<file path="config.mk">
export PLATFORM = sky130hd
export DESIGN_NAME = vpipe_issue_ctrl
export DESIGN_NICKNAME = d
export VERILOG_FILES = /design/src/rtl/vp_pkg.sv /design/src/rtl/vp_slice_seq.sv /design/src/rtl/vp_wb_fifo.sv /design/src/rtl/vp_stage_pipe.sv /design/src/rtl/vpipe_issue_ctrl.sv
export SDC_FILE = /design/constraint.sdc
export NUM_CORES = 1
export LEC_CHECK = 0
export ABC_CLOCK_PERIOD_IN_PS = 4310
export CORE_ASPECT_RATIO = 0.9
export CORE_UTILIZATION = 25
export DETAILED_ROUTE_END_ITERATION = 10
export SYNTH_ARGS = -nofsm -noshare
export SYNTH_HDL_FRONTEND = slang
export SYNTH_SLANG_ARGS = --single-unit
</file>
<file path="constraint.sdc">
create_clock -name clk -period 4.31 [get_ports clk]
set_clock_uncertainty 0.05 [all_clocks]
set_input_delay 0.431 -clock clk [delete_from_list [all_inputs] [get_ports clk]]
set_output_delay 0.431 -clock clk [all_outputs]
set_load 0.01 [all_outputs]
</file>
<file path="src/rtl/vp_pkg.sv">
package vp_pkg;
  parameter int TAG_W = 4;
  parameter int IDX_W = 6;

  // one slice token in a pipeline stage
  typedef struct packed {
    logic             vld;
    logic [TAG_W-1:0] tag;
    logic [IDX_W-1:0] idx;
    logic             last;
    logic             wr;
    logic             mem;
    logic             sent;
    logic             got;
  } slot_t;

  // one pending register write
  typedef struct packed {
    logic [TAG_W-1:0] tag;
    logic [IDX_W-1:0] idx;
    logic             last;
  } wb_t;

  // ceil(2^g * spr) for a signed log2 group multiplier g
  function automatic logic [IDX_W:0] slice_total(input logic signed [2:0] g, input int spr);
    int gi;
    int n;
    gi = int'(g);
    if (gi >= 0) n = spr << gi;
    else         n = (spr + (1 << (-gi)) - 1) >> (-gi);
    return n[IDX_W:0];
  endfunction

  // a slice writes if the destination is a vector, or scalar and final
  function automatic logic slice_writes(input logic vec_wr, input logic scl_wr, input logic is_last);
    return vec_wr | (scl_wr & is_last);
  endfunction
endpackage

</file>
<file path="src/rtl/vp_slice_seq.sv">
module vp_slice_seq
  import vp_pkg::*;
(
  input  logic             clk,
  input  logic             rst,
  input  logic             acc,
  input  logic [TAG_W-1:0] acc_tag,
  input  logic [IDX_W:0]   acc_cnt,
  input  logic             acc_vec_wr,
  input  logic             acc_scl_wr,
  input  logic             acc_mem,
  input  logic             go,
  output logic             busy,
  output slot_t            ins
);
  logic [TAG_W-1:0] cur_tag;
  logic [IDX_W:0]   cur_cnt;
  logic [IDX_W-1:0] nxt_idx;
  logic             cur_vw, cur_sw, cur_mem;
  logic             ins_vld, lst;
  logic [IDX_W-1:0] idx;
  logic [IDX_W:0]   cnt;

  always_comb begin
    ins_vld = acc | (busy & go);
    idx     = acc ? '0 : nxt_idx;
    cnt     = acc ? acc_cnt : cur_cnt;
    lst     = ((IDX_W+1)'(idx) + 1'b1) == cnt;
    ins      = '0;
    ins.vld  = ins_vld;
    ins.tag  = acc ? acc_tag : cur_tag;
    ins.idx  = idx;
    ins.last = lst;
    ins.wr   = slice_writes(acc ? acc_vec_wr : cur_vw, acc ? acc_scl_wr : cur_sw, lst);
    ins.mem  = acc ? acc_mem : cur_mem;
  end

  always_ff @(posedge clk) begin
    if (rst) begin
      busy    <= 1'b0;
      nxt_idx <= '0;
      cur_tag <= '0;
      cur_cnt <= '0;
      cur_vw  <= 1'b0;
      cur_sw  <= 1'b0;
      cur_mem <= 1'b0;
    end else if (ins_vld) begin
      busy    <= !lst;
      nxt_idx <= idx + 1'b1;
      if (acc) begin
        cur_tag <= acc_tag;
        cur_cnt <= acc_cnt;
        cur_vw  <= acc_vec_wr;
        cur_sw  <= acc_scl_wr;
        cur_mem <= acc_mem;
      end
    end
  end
endmodule

</file>
<file path="src/rtl/vp_wb_fifo.sv">
module vp_wb_fifo
  import vp_pkg::*;
#(
  parameter int DEPTH = 2,
  localparam int PW = (DEPTH > 1) ? $clog2(DEPTH) : 1,
  localparam int CW = $clog2(DEPTH + 1)
) (
  input  logic          clk,
  input  logic          rst,
  input  logic          push,
  input  wb_t           din,
  input  logic          wr_ok,
  output logic          drain,
  output logic          room,
  output wb_t           head,
  output logic [CW-1:0] count
);
  wb_t           ent [DEPTH];
  logic [PW-1:0] rp, wp;

  function automatic logic [PW-1:0] step(input logic [PW-1:0] p);
    return (p == PW'(DEPTH - 1)) ? '0 : p + 1'b1;
  endfunction

  assign drain = (count != '0) & wr_ok;
  assign room  = (count != CW'(DEPTH)) | drain;
  assign head  = ent[rp];

  always_ff @(posedge clk) begin
    if (push) ent[wp] <= din;
  end

  always_ff @(posedge clk) begin
    if (rst) begin
      rp    <= '0;
      wp    <= '0;
      count <= '0;
    end else begin
      if (push)  wp <= step(wp);
      if (drain) rp <= step(rp);
      count <= count + CW'(push) - CW'(drain);
    end
  end
endmodule

</file>
<file path="src/rtl/vp_stage_pipe.sv">
module vp_stage_pipe
  import vp_pkg::*;
#(
  parameter int DEPTH     = 4,
  parameter int MEM_STAGE = 1,
  parameter int MEM_LAT   = 2,
  localparam int CHK = MEM_STAGE + MEM_LAT
) (
  input  logic             clk,
  input  logic             rst,
  input  slot_t            ins,
  input  logic             wb_room,
  input  logic             rsp,
  output logic             stall,
  output logic             tail_go,
  output logic [TAG_W-1:0] tail_tag,
  output logic [IDX_W-1:0] tail_idx,
  output logic             tail_last,
  output logic             tail_wr,
  output logic             mem_req,
  output logic [TAG_W-1:0] mem_tag,
  output logic [IDX_W-1:0] mem_idx,
  output logic             empty
);
  slot_t st [DEPTH];
  slot_t nx [DEPTH];
  logic  stall_wb, stall_mem, adv, hit_ok;
  int    hit;

  assign stall_wb  = st[DEPTH-1].vld & st[DEPTH-1].wr & !wb_room;
  assign stall_mem = st[CHK].vld & st[CHK].mem & !st[CHK].got;
  assign stall     = stall_wb | stall_mem;
  assign adv       = !stall;

  assign tail_go   = adv & st[DEPTH-1].vld;
  assign tail_tag  = st[DEPTH-1].tag;
  assign tail_idx  = st[DEPTH-1].idx;
  assign tail_last = st[DEPTH-1].last;
  assign tail_wr   = st[DEPTH-1].wr;

  assign mem_req = st[MEM_STAGE].vld & st[MEM_STAGE].mem & !st[MEM_STAGE].sent;
  assign mem_tag = st[MEM_STAGE].tag;
  assign mem_idx = st[MEM_STAGE].idx;

  // oldest outstanding request sits in the highest stage
  always_comb begin
    hit_ok = 1'b0;
    hit    = 0;
    empty  = 1'b1;
    for (int i = 0; i < DEPTH; i++) begin
      if (st[i].vld) empty = 1'b0;
      if (st[i].vld && st[i].mem && st[i].sent && !st[i].got) begin
        hit_ok = 1'b1;
        hit    = i;
      end
    end
  end

  always_comb begin
    for (int i = 0; i < DEPTH; i++) nx[i] = st[i];
    if (adv) begin
      nx[0] = ins;
      for (int i = 1; i < DEPTH; i++) nx[i] = st[i-1];
    end
    for (int i = 0; i < DEPTH; i++) begin
      if (mem_req && i == MEM_STAGE + int'(adv)) nx[i].sent = 1'b1;
      if (rsp && hit_ok && i == hit + int'(adv)) nx[i].got = 1'b1;
    end
  end

  always_ff @(posedge clk) begin
    for (int i = 0; i < DEPTH; i++) begin
      if (rst) st[i] <= '0;
      else     st[i] <= nx[i];
    end
  end
endmodule

</file>
<file path="src/rtl/vpipe_issue_ctrl.sv">
module vpipe_issue_ctrl
  import vp_pkg::*;
#(
  parameter int DEPTH          = 4,
  parameter int SLICES_PER_REG = 4,
  parameter int WBQ_DEPTH      = 2,
  parameter int MEM_STAGE      = 1,
  parameter int MEM_LAT        = 2,
  localparam int WCW = $clog2(WBQ_DEPTH + 1)
) (
  input  logic              clk,
  input  logic              rst,
  input  logic              wait_empty,
  input  logic              iss_valid,
  output logic              iss_ready,
  input  logic [TAG_W-1:0]  iss_tag,
  input  logic signed [2:0] iss_grp,
  input  logic              iss_vec_wr,
  input  logic              iss_scl_rd,
  input  logic              iss_scl_wr,
  input  logic              iss_mem,
  input  logic              rd_ready,
  input  logic              wr_ready,
  output logic              slice_valid,
  output logic [TAG_W-1:0]  slice_tag,
  output logic [IDX_W-1:0]  slice_idx,
  output logic              slice_scl_rd,
  output logic              wb_valid,
  output logic [TAG_W-1:0]  wb_tag,
  output logic [IDX_W-1:0]  wb_idx,
  output logic              mem_req,
  output logic [TAG_W-1:0]  mem_req_tag,
  output logic [IDX_W-1:0]  mem_req_idx,
  input  logic              mem_rsp,
  output logic              stall,
  output logic              ret_wb_valid,
  output logic [TAG_W-1:0]  ret_wb_tag,
  output logic              ret_dir_valid,
  output logic [TAG_W-1:0]  ret_dir_tag
);
  // named internal events, visible to the bound checker
  logic             accept, busy, pipe_empty, wb_room, wb_push;
  logic             tail_go, tail_last, tail_wr;
  logic [TAG_W-1:0] tail_tag;
  logic [IDX_W-1:0] tail_idx;
  logic [WCW-1:0]   wbq_cnt;
  slot_t            ins;
  wb_t              wb_in, wb_head;

  assign iss_ready = !busy && !stall && (!wait_empty || pipe_empty);
  assign accept    = iss_valid && iss_ready && rd_ready;

  vp_slice_seq u_seq (
    .clk        (clk),
    .rst        (rst),
    .acc        (accept),
    .acc_tag    (iss_tag),
    .acc_cnt    (slice_total(iss_grp, SLICES_PER_REG)),
    .acc_vec_wr (iss_vec_wr),
    .acc_scl_wr (iss_scl_wr),
    .acc_mem    (iss_mem),
    .go         (rd_ready && !stall),
    .busy       (busy),
    .ins        (ins)
  );

  assign slice_valid  = ins.vld;
  assign slice_tag    = ins.tag;
  assign slice_idx    = ins.idx;
  assign slice_scl_rd = accept && iss_scl_rd;

  vp_stage_pipe #(
    .DEPTH     (DEPTH),
    .MEM_STAGE (MEM_STAGE),
    .MEM_LAT   (MEM_LAT)
  ) u_pipe (
    .clk       (clk),
    .rst       (rst),
    .ins       (ins),
    .wb_room   (wb_room),
    .rsp       (mem_rsp),
    .stall     (stall),
    .tail_go   (tail_go),
    .tail_tag  (tail_tag),
    .tail_idx  (tail_idx),
    .tail_last (tail_last),
    .tail_wr   (tail_wr),
    .mem_req   (mem_req),
    .mem_tag   (mem_req_tag),
    .mem_idx   (mem_req_idx),
    .empty     (pipe_empty)
  );

  assign wb_push    = tail_go && tail_wr;
  assign wb_in.tag  = tail_tag;
  assign wb_in.idx  = tail_idx;
  assign wb_in.last = tail_last;

  vp_wb_fifo #(.DEPTH(WBQ_DEPTH)) u_wbq (
    .clk   (clk),
    .rst   (rst),
    .push  (wb_push),
    .din   (wb_in),
    .wr_ok (wr_ready),
    .drain (wb_valid),
    .room  (wb_room),
    .head  (wb_head),
    .count (wbq_cnt)
  );

  assign wb_tag        = wb_head.tag;
  assign wb_idx        = wb_head.idx;
  assign ret_wb_valid  = wb_valid && wb_head.last;
  assign ret_wb_tag    = wb_head.tag;
  assign ret_dir_valid = tail_go && tail_last && !tail_wr;
  assign ret_dir_tag   = tail_tag;
endmodule

</file>
==> results of run 1 <==
[routing by layer]
metal / global-route usage / part of all wire / vias to the layer above
met5: 0 / 0 / -
met3: 0.0330 / 0.058 / 14
met2: 0.159 / 0.43 / 72
met1: 0.143 / 0.49 / 1560
met4: 0.0378 / 0.019 / 0
li1: - / - / 1854
[power breakdown]
part           internal (mW)  switching (mW)
sequential              1.08          0.0133
combinational         0.0688          0.0812
clock                  0.425           0.442
total                   1.57           0.536
[cell usage after synthesis (2+ instances only)]
cell type | number | area share
ha_1 | 12 | 0.030
a211oi_1 | 8 | 0.012
a31oi_1 | 5 | 0.0063
xor2_1 | 8 | 0.014
inv_1 | 16 | 0.012
nand3_1 | 7 | 0.0070
o41ai_2 | 2 | 0.0065
a211o_1 | 2 | 0.0035
dfxtp_1 | 90 | 0.36
nand4b_1 | 4 | 0.0070
nor3b_1 | 3 | 0.0045
edfxtp_1 | 22 | 0.13
nand2_1 | 119 | 0.090
xnor2_1 | 7 | 0.012
mux2_2 | 10 | 0.023
buf_1 | 7 | 0.0053
and3_1 | 3 | 0.0038
nand4_1 | 4 | 0.0050
nor3_1 | 6 | 0.0060
buf_2 | 7 | 0.0070
nor2_1 | 40 | 0.030
a21oi_1 | 59 | 0.059
o21ai_0 | 5 | 0.0050
and2_1 | 7 | 0.0088
nand2b_1 | 3 | 0.0038
mux2i_1 | 9 | 0.018
clkbuf_1 | 15 | 0.011
buf_4 | 29 | 0.044
nand3b_1 | 4 | 0.0060
[kinds of logic (layout without fill, tap and decap cells)]
family / count (synthesis) / after routing / synth area share
xor gates and xnor gates: 15 / 15 / 0.0264
adders and majority gates: 12 / 12 / 0.0302
buffers and inverters: 76 / 102 / 0.0833
DFF: 112 / 112 / 0.495
muxes: 19 / 19 / 0.0408
and+or+nand+nor: 220 / 220 / 0.211
AOI/OAI and AO/OA: 91 / 91 / 0.113
[metrics by stage]
stage	hold WS, ns	utilization	std cells	worst slack, ns	power [mW]
after floorplan	0.375	-	545	1.15	1.22
after global placement	0.383	0.290	805	0.512	1.27
after detailed placement	0.388	0.290	805	0.472	1.27
after CTS	0.407	0.307	821	0.859	2.14
after global routing	0.422	0.307	821	0.613	2.20
final	0.405	0.307	821	0.823	2.11
[worst max path at each step]
| stage | from | to | slack (ns) | cells past startpoint |
|---|---|---|---|---|
| floorplan | iss_grp[0] | u_pipe.st[0][4] | 1.15 | 15 |
| global route | iss_grp[0] | u_seq.busy | 0.61 | 15 |
| global placement | iss_grp[0] | u_pipe.st[0][4] | 0.51 | 15 |
| detailed placement | iss_grp[0] | u_pipe.st[0][4] | 0.47 | 15 |
| CTS | iss_grp[0] | u_pipe.st[0][4] | 0.86 | 15 |
| finish | iss_grp[0] | u_pipe.st[0][4] | 0.82 | 15 |
[sequential cells by signal, summed over array words and instances (netlist names), 2 cells and up, named ones only]
signal / count
u_pipe.st: 63
u_wbq.ent: 22
u_seq.cur_cnt: 7
u_seq.nxt_idx: 6
u_seq.cur_tag: 4
u_wbq.count: 2
[final cells by class]
class / instances / area share
flip-flops and latches: 112 / 0.415
well taps: 250 / 0.0528
clock inverters: 7 / 0.0167
clock buffers: 9 / 0.0380
inverters: 17 / 0.0108
repair buffers: 69 / 0.113
multi-input cells: 357 / 0.353
[worst max-delay path: cells and delay by family]
| family | cells | cell delay [ns] |
|---|---|---|
| simple gates | 7 | 1.59 |
| mux | 1 | 0.06 |
| fa+ha+maj | 3 | 0.67 |
| buf+inv | 3 | 0.80 |
| compound gates | 1 | 0.08 |
==> flow_summary.ini, run 1 <==
[outcome]
status = finished clean

[min_path]
holdPathEnd = u_pipe.st[1][5]
hold_start = u_pipe.st[0][5]
hold_path.class = register to register
hold_depth = 2

[placement]
place_area_um2 = 5610
gp_congestion = 0.803
io_buffers = 63
post-dp-hpwl_um = 7180

[critical_path]
cpMostUsedCell = ha_1
r2r-start = u_pipe.st[0][15]
r2r-end = u_seq.busy
worstSetupPathType = primary input to register
cp_slowest_stage_delay_ns = 0.55
reg2regPathDepth = 11
crit_chain = clkdlybuf4s50_1 > inv_1 > ha_1 > inv_1 > ha_1 > or2_2 > nor4_4 > nand2_1 > ha_1 > mux2i_1 > and2_1 > and4_1 > or3b_1 > nand4_2 > o41ai_2
r2r_setup_slack_ns = 1.11
cp-start-kind = primary input
end_kind = register
critPathSlowestCell = clkdlybuf4s50_1
crit_arrival_ns = 3.64
cp_max_fo = 7
cp.required_ns = 4.46

[layout]
syn_to_final_growth_pct = 19.3
final_cell_mix = 118 x nand2_1, 90 x dfxtp_1, 62 x clkdlybuf4s50_1
antenna_cells = 0
drive_above_1_share = 0.0876
multi_input_area_um2 = 2100
mostFrequentLayoutCell = nand2_1
layout.nets = 596
regArea_um2 = 2460
fillers = 2038
final_area_um2 = 5930

[sta]
maxSlewHeadroom = 0.352
fmax_mhz = 287
grt_setup_unrepaired = false
worstMarginPinSlew_ns = 0.972
hold_viol_final = 0
finalCritPeriodShare = 0.809
slew_violations = 0
tns_ns = 0
period_minus_slack_ns = 3.49
setup_violations = 0

[floorplan]
die_y_um = 136
die_w_um = 151
fp-row-count = 48
coreArea_um2 = 19300
ios = 64
start_util = 0.257
die_area_um2 = 20400

[power]
p_leak_nw = 2.13
vdd_drop_max_uv = 201
powerDensity_nw_per_um2 = 356

[synth]
synth.cell_area_um2 = 4970
seq_area_frac_synth = 0.495
async_flop_share = 0
syn-instance-count = 545
synth-seq-cells = 112
syn-num-nets = 575
syn_avg_cell_area_um2 = 9.12
ys_warn_count = 0
synthFlopType = dfxtp_1
yosysUniqueCellTypes = 61
synth-edff-count = 22

[clock_network]
cts_tree = done
root_buffer = clkbuf_16
cts_hold_buf = 0
cts_buffer_depth = 2
post-cts-setup-buffers = 0
ctsHtreeMaxLevel = 3
ctsResizeCount = 0
cts_buffers = 9
insertion_delay_ns = 0.35
path_clk_slew_ns = 0.08
cts.sinks = 112

[drt]
vias = 3500
avgViaCountPerCell = 4.26
routed_wl_um = 10500
drtIter0Drc = 206
drc = 0
firstDrtPassIters = 4
drtAntennaViolNets = 0
post_drt_wl_per_cell_um = 12.8

[run]
cap_violations = 0

[grt]
grt_max_degree = 93
grtUsageTotal = 0.106
grt_pass1_vias = 3187
grt_pass1_wl_um = 16800
antenna_found_initial = 0
grt_overflow = 0
No activity file was read; power rests on OpenSTA's default activity.
==> inputs of run 2 (changes only) <==
--- a/config.mk
+++ b/config.mk
@@ -5,7 +5,7 @@
 export SDC_FILE = /design/constraint.sdc
 export NUM_CORES = 1
 export LEC_CHECK = 0
-export ABC_CLOCK_PERIOD_IN_PS = 4310
+export ABC_CLOCK_PERIOD_IN_PS = 3000
 export CORE_ASPECT_RATIO = 0.9
 export CORE_UTILIZATION = 25
 export DETAILED_ROUTE_END_ITERATION = 10
==> constraint.sdc (replaced) <==
create_clock -name clk -period 3 [get_ports clk]
set_clock_uncertainty 0.05 [all_clocks]
set_input_delay 0.3 -clock clk [delete_from_list [all_inputs] [get_ports clk]]
set_output_delay 0.3 -clock clk [all_outputs]
set_load 0.01 [all_outputs]
==> flow_summary.ini, run 2 (synthesized netlist as in run 1, its figures left out) <==
[grt]
antenna_found_initial = 0
grt_max_degree = 55
grtUsageMet2 = 0.169
gr-usage-met3 = 0.0290
grtUsageTotal = 0.113
busiest_layer = met2
grt_pass1_vias = 3441
grt_pass1_wl_um = 17900
grt_overflow = 0
use_met1 = 0.157

[power]
p_leak_nw = 2.36
finalPower_mw = 3.07
comb_power_share = 0.092
powerDensity_nw_per_um2 = 485
power_switching_mw = 0.770
internal_power_mw = 2.30
vdd_drop_max_uv = 364
share_seq_of_total_power = 0.512
clockPowerShare = 0.396
sw_frac_of_total = 0.251

[placement]
gp_congestion = 0.800
place_area_um2 = 5900
placedCellCount = 843
io_buffers = 63
post-dp-hpwl_um = 7580

[critical_path]
cp_max_fo = 7
worstSetupPathType = register to primary output
cp.required_ns = 2.65
cp-start-kind = register
crit_arrival_ns = 2.57
end_kind = primary output

[clock_network]
cts.sinks = 112
insertion_delay_ns = 0.35
root_buffer = clkbuf_16
cts_hold_buf = 0
cts_buffer_depth = 2
cts_buffers = 9
cts_tree = done
ctsHtreeMaxLevel = 3
path_clk_slew_ns = 0.08

[layout]
drive_above_1_share = 0.175
final_area_um2 = 6320
mostFrequentLayoutCell = nand2_1
antenna_cells = 0
largest-register = u_pipe.st
largest_register_ffs = 63
fin_util = 0.327
layout.nets = 637
reg_top3 = u_pipe.st (63), u_wbq.ent (22), u_seq.cur_cnt (7)
fin_cells = 862
regArea_um2 = 2460
final_cell_mix = 118 x nand2_1, 90 x dfxtp_1, 60 x clkdlybuf4s50_1
syn_to_final_growth_pct = 27.2
fillers = 2029
multi_input_area_um2 = 2180

[drt]
vias = 3742
routed_wl_um = 11100
firstDrtPassIters = 6
drtIter0Drc = 264
avgViaCountPerCell = 4.34
post_drt_wl_per_cell_um = 12.9
drc = 0
drtAntennaViolNets = 0

[sta]
finalCritPeriodShare = 0.973
tns_ns = 0
hold_viol_final = 0
period_minus_slack_ns = 2.92
slew_violations = 0
maxSlewHeadroom = 0.553
fmax_mhz = 342
worstMarginPinSlew_ns = 0.670
setup_violations = 0

[floorplan]
coreArea_um2 = 19300
ios = 64
die_area_um2 = 20400
fp-row-count = 48
die_w_um = 151
die_y_um = 136
start_util = 0.257

[min_path]
hold_path.class = primary input to register

[run]
cap_violations = 0

[outcome]
status = finished clean
[run 2: repair_timing]
item / 4_1_cts / 5_1_grt
resized for setup: 2 / 20
cloned: 0 / 1
buffers inserted: 1 / 1
hold endpoints to repair: 0 / 0
setup endpoints to repair: 3 / 6
pin swaps: 4 / 6
[run 2: through the flow]
stage	worst slack [ns]	hold slack, ns
floorplan	0.00680	0.375
global placement	-0.384	0.384
detailed placement	-0.446	0.392
CTS	0.00561	0.395
global route	-0.0361	0.310
finish	0.0799	0.272
[run 2: power groups by stage]
stage          clock (mW)  sequential (mW)  combinational, mW
6_report             1.21             1.57              0.282
5_1_grt              1.32             1.57              0.311
4_1_cts              1.26             1.57              0.267
3_5_place_dp            0             1.61              0.262
3_3_place_gp            0             1.61              0.261
2_1_floorplan           0             1.60              0.149
[run 2: path summary, 6_finish.rpt]
path	startpoint	endpoint	slack [ns]	cells past startpoint
setup / recovery	u_pipe.st[3][15]	slice_idx[2]	0.08	6
hold / removal	iss_grp[1]	u_seq.cur_cnt[3]	0.27	4
setup reg to reg	u_pipe.st[3][15]	u_seq.busy	0.11	11
hold reg to reg	u_pipe.st[2][5]	u_pipe.st[3][5]	0.41	2
[run 2: cell type report]
class / instances / area share
clock buffer: 9 / 0.0356
clock inverter: 7 / 0.0137
inverter: 17 / 0.0101
multi-input combinational: 358 / 0.345
sequential: 112 / 0.390
tap: 250 / 0.0495
timing repair buffer: 109 / 0.156
[run 2: worst max-delay path, cell delays in order (launching register included)]
cell	delay, ns
dfxtp_1	0.46
and4b_4	0.31
a211oi_4	0.08
buf_4	0.17
and2_2	0.23
nor2_1	0.33
clkdlybuf4s50_1	0.62
[run 2: routing by layer]
metal	vias to the layer above	wire length (um)
li1	1932	-
met1	1717	5520
met2	83	4870
met3	10	608
met4	0	145
met5	-	0
